`src/rtl/dla_pkg.sv`:
```
package dla_pkg;
    localparam int LEVEL_W = 2;
    localparam int SET_W   = 8;
    localparam int PAIR_W  = 8;

    typedef logic [LEVEL_W-1:0] level_t;

    localparam level_t LEVEL_TOP = 2'd3;

    // Training-set byte: {2'b00, pre_max, pre[1:0], swing_max, swing[1:0]}
    function automatic logic [SET_W-1:0] pack_setting(level_t swing, level_t pre);
        return {2'b00, (pre == LEVEL_TOP), pre, (swing == LEVEL_TOP), swing};
    endfunction
endpackage

```
`src/rtl/dla_lane_field.sv`:
```
module dla_lane_field
    import dla_pkg::*;
#(
    parameter int LANE_IDX = 0
) (
    input  logic [PAIR_W-1:0] pair_byte,
    input  logic              active,
    output level_t            swing,
    output level_t            pre
);
    level_t swing_raw;
    level_t pre_raw;

    generate
        if (LANE_IDX % 2 == 1) begin : g_upper
            assign swing_raw = pair_byte[5:4];
            assign pre_raw   = pair_byte[7:6];
        end else begin : g_lower
            assign swing_raw = pair_byte[1:0];
            assign pre_raw   = pair_byte[3:2];
        end
    endgenerate

    assign swing = active ? swing_raw : '0;
    assign pre   = active ? pre_raw   : '0;
endmodule

```
`src/rtl/dla_level_max.sv`:
```
module dla_level_max
    import dla_pkg::*;
#(
    parameter int N = 4
) (
    input  level_t [N-1:0] levels,
    output level_t         peak
);
    always_comb begin
        peak = '0;
        for (int i = 0; i < N; i++) begin
            if (levels[i] > peak) begin
                peak = levels[i];
            end
        end
    end
endmodule

```
`src/rtl/drive_adjust_merge.sv`:
```
module drive_adjust_merge
    import dla_pkg::*;
#(
    parameter  int LANES = 4,
    localparam int PAIRS = (LANES + 1) / 2,
    localparam int CNT_W = $clog2(LANES + 1)
) (
    input  logic                    clk,
    input  logic                    rst_n,
    input  logic                    start,
    input  logic [PAIRS*PAIR_W-1:0] adj_req,
    input  logic [CNT_W-1:0]        lane_cnt,
    output logic [LANES*SET_W-1:0]  drive_set,
    output logic                    set_valid
);
    typedef struct packed {
        logic [LANES*SET_W-1:0] set;
        logic                   valid;
    } state_t;

    state_t state_d;
    state_t state_q;

    level_t [LANES-1:0] lane_swing;
    level_t [LANES-1:0] lane_pre;
    level_t             swing_peak;
    level_t             pre_peak;

    generate
        for (genvar n = 0; n < LANES; n++) begin : g_lane
            dla_lane_field #(.LANE_IDX(n)) u_field (
                .pair_byte (adj_req[(n/2)*PAIR_W +: PAIR_W]),
                .active    (CNT_W'(n) < lane_cnt),
                .swing     (lane_swing[n]),
                .pre       (lane_pre[n])
            );
        end
    endgenerate

    dla_level_max #(.N(LANES)) u_swing_max (
        .levels (lane_swing),
        .peak   (swing_peak)
    );

    dla_level_max #(.N(LANES)) u_pre_max (
        .levels (lane_pre),
        .peak   (pre_peak)
    );

    always_comb begin
        state_d       = state_q;
        state_d.valid = start;
        if (start) begin
            state_d.set = {LANES{pack_setting(swing_peak, pre_peak)}};
        end
    end

    always_ff @(posedge clk or negedge rst_n) begin
        if (!rst_n) begin
            state_q <= '0;
        end else begin
            state_q <= state_d;
        end
    end

    assign drive_set = state_q.set;
    assign set_valid = state_q.valid;
endmodule

```
`config.mk`:
```
export PLATFORM = sky130hd
export DESIGN_NAME = drive_adjust_merge
export DESIGN_NICKNAME = d
export VERILOG_FILES = /design/src/rtl/dla_pkg.sv /design/src/rtl/dla_lane_field.sv /design/src/rtl/dla_level_max.sv /design/src/rtl/drive_adjust_merge.sv
export SDC_FILE = /design/constraint.sdc
export NUM_CORES = 1
export LEC_CHECK = 0
export BUFFER_PORTS_ARGS = -buffer_cell sky130_fd_sc_hd__buf_2
export CORE_MARGIN = 2
export CORE_UTILIZATION = 50
export CTS_BUF_LIST = sky130_fd_sc_hd__clkbuf_8
export DETAILED_ROUTE_END_ITERATION = 8
export PLACE_DENSITY = 0.91
export SYNTH_ARGS = -nofsm -noshare
export SYNTH_HDL_FRONTEND = slang
export SYNTH_SLANG_ARGS = --single-unit
```
`constraint.sdc`:
```
create_clock -name clk -period 1.45 [get_ports clk]
set_input_delay 0.0725 -clock clk [delete_from_list [all_inputs] [get_ports clk]]
set_output_delay 0.0725 -clock clk [all_outputs]
set_load 0.005 [all_outputs]
```
==> metrics.csv <==
metric,value,unit
dp_cells,204,
fmax,348,MHz
num_vias,1090,
grtUsageTotal,19.9,%
cp_cell_sequence,buf_6 > or3_4 > and2_4 > ha_4 > nor2b_2 > a32oi_1 > nand3_2 > ha_4 > inv_2 > o22ai_4 > nand2_1 > o21ai_2 > ha_1 > inv_1 > o22ai_2 > buf_4 > o221ai_4 > mux2i_1,
grt_max_degree,10,
violations,setup timing,
crit_path_start_kind,primary input,
grt_pass1_vias,1014,
min_period,2.87,ns
syn2layout_area_growth,53.1,%
min_path_type,in2reg,
post-route-period-util,198,%
synthArstFlopShare,100,%
synth_adder_area_share,21.0,%
synth-simple-area-share,19.1,%
clk_pin_slew,0.04,ns
routed_wl,2800,um
place_ws,-1.75,ns
antenna_left,0,
final_hold_viol_count,0,
synth_seq_cells,7,
root_buffer,clkbuf_8,
critPathMostFrequentCell,ha_4,
synth_ff_type,dfrtp_1,
synth.area.mux_share,3.15,%
cts_sinks,7,
wl_per_cell,12.7,um
dp_hpwl,1890,um
routed_via_density,4.93,
arrival,2.97,ns
die_x,50.3,um
antenna_found_initial,0,
clock_skew,0,ns
io_buffers,46,
grt_pass1_wl,3880,um
max-cap-violations,0,
fillCellCount,132,
antennaDiodeCount,0,
setup_ws,-1.42,ns
status,"complete, but fails checks",
synth_top_family_by_area,buffers and inverters,
drive_above_1_share,58.8,%
fp.dieArea,2530,um2
core_area,2000,um2
avgSynthCellArea,7.95,um2
rsz0062_at_grt,yes,
h-tree-depth,1,
crit_required,1.55,ns
ys_seq_area_share,16.3,%
synthCells,135,
regArea,175,um2
power.leakage,0.000910,uW
start_util,53.6,%
netlist.area_leader.share,21.0,%
finalSetupViolCount,4,
yosysTopAreaCell,ha_1,
drtPass1Iterations,4,
cts_buffers,3,
multiInputGateArea,845,um2
netlist-cell-type-count,35,
dieHeight,50.3,um
syn_area,1070,um2
peakVddDrop,521,uV
slowest_delay,0.43,ns
crit_fanout,5,
clk_path_buf_depth,2,
grt_overflow_total,0,
cp_slowest_cell,or3_4,
synth_area_leaders,"ha_1 21%, buf_4 18%, dfrtp_1 16%",
slew_violations,0,
clock_latency,0.23,ns
ios,55,
synth_edf_count,0,
cts_tree,done,
drtIter0Drc,11,
drc,0,
finalNetCount,235,
synth-xor-area-share,0,%
place_congestion,0.689,
rows,16,
synth_warnings,0,
synth_compound_area_share,13.8,%
crit_type,in2reg,
p_per_area,869,nW/um2
fin_cells,221,
critPathCaptureType,flop,
through the flow:
stage / area (um2) / power (uW) / util [%] / hold slack, ns / TNS [ns]
after floorplan: 1130 / 820 / - / -0.223 / -5.91
after global placement: 1320 / 908 / 65.8 / -0.0968 / -6.59
after detailed placement: 1320 / 944 / 65.8 / -0.0922 / -7.39
after CTS: 1520 / 1300 / 75.8 / 0.0578 / -5.56
after global routing: 1640 / 1530 / 82.1 / 0.0819 / -5.94
final: 1640 / 1430 / 82.1 / 0.0851 / -5.54
Yosys cell counts, types with 3 or more instances:
cell	count
ha_1	18
o21ai_0	5
o22ai_1	4
dfrtp_1	7
and2_1	3
nor2b_1	4
nand2b_1	3
nand2_1	16
buf_4	26
nor2_1	3
inv_1	18
a32oi_1	3
state kept, by name (all words and copies together), names as in the netlist:
signal and cells:
drive_set 6, set_valid 1
logic make-up (layout without fill, tap and decap cells):
group / after synthesis / count (layout)
simple gates: 39 / 39
other cells: 1 / 8
compound gates: 20 / 20
fa+ha+maj: 18 / 18
flops: 7 / 7
mux: 3 / 3
buf+inv: 47 / 99
layout by cell type, fill, tap and decap left out, types with 2 or more instances in the layout:
cell type | netlist | final
a32oi_1 | 3 | 2
and2_1 | 3 | 2
and2_4 | 0 | 2
buf_2 | 1 | 44
buf_4 | 26 | 30
buf_6 | 1 | 2
clkbuf_8 | 0 | 3
conb_1 | 1 | 8
dfrtp_1 | 7 | 7
ha_1 | 18 | 11
ha_4 | 0 | 6
inv_1 | 18 | 18
mux2i_1 | 2 | 2
nand2_1 | 16 | 13
nand2_2 | 1 | 3
nand2b_1 | 3 | 2
nor2_1 | 3 | 2
nor2b_1 | 4 | 2
o21ai_0 | 5 | 2
o21ai_2 | 0 | 3
o22ai_2 | 0 | 2
power by group:
part           total (uW)  switching [uW]  internal (uW)  leakage [uW]
combinational         881             400            481      0.000800
clock                 263            80.4            183     0.0000269
sequential            285            43.0            242     0.0000827
total                1430             523            906      0.000910
per-layer routing:
layer  track usage (%)  vias up  share of wire (%)
li1                  -      528                  -
met1              17.2      496                 35
met2              42.5       54                 56
met3              1.49       12                5.4
met4              11.7        0                3.5
met5                 0        -                  0
worst paths after layout:
kind                                from             to  slack, ns  cells after the start
min reg2reg                drive_set[27]  drive_set[27]       0.56                      2
min                                start      set_valid       0.09                      1
max reg2reg                drive_set[28]  drive_set[28]       0.78                      2
max in group asynchronous          rst_n  drive_set[28]       1.08                      2
max                          lane_cnt[2]  drive_set[27]      -1.42                     18
min in group asynchronous          rst_n  drive_set[25]       0.22                      2
critical path, delay by kind of cell:
kind | cells | cell delay [ns]
compound gates | 5 | 0.76
fa+ha+maj | 3 | 0.79
buf+inv | 4 | 0.37
mux | 1 | 0.10
simple gates | 5 | 0.90
repair_timing:
action                     CTS  global route
buffers inserted            10             2
gates resized for setup     12            21
hold endpoints to repair     7             0
hold buffers                 1             0
pin swaps                   19            23
setup endpoints to repair    5             6
final cells by class:
cell class                 count  share of cell area, %
tap                           27                   2.05
multi-input combinational     88                   51.4
sequential                     7                   10.7
clock buffer                   3                   2.51
clock inverter                 1                  0.228
inverter                      18                   4.11
timing repair buffer          77                   29.1
No activity file was read; power rests on OpenSTA's default activity.
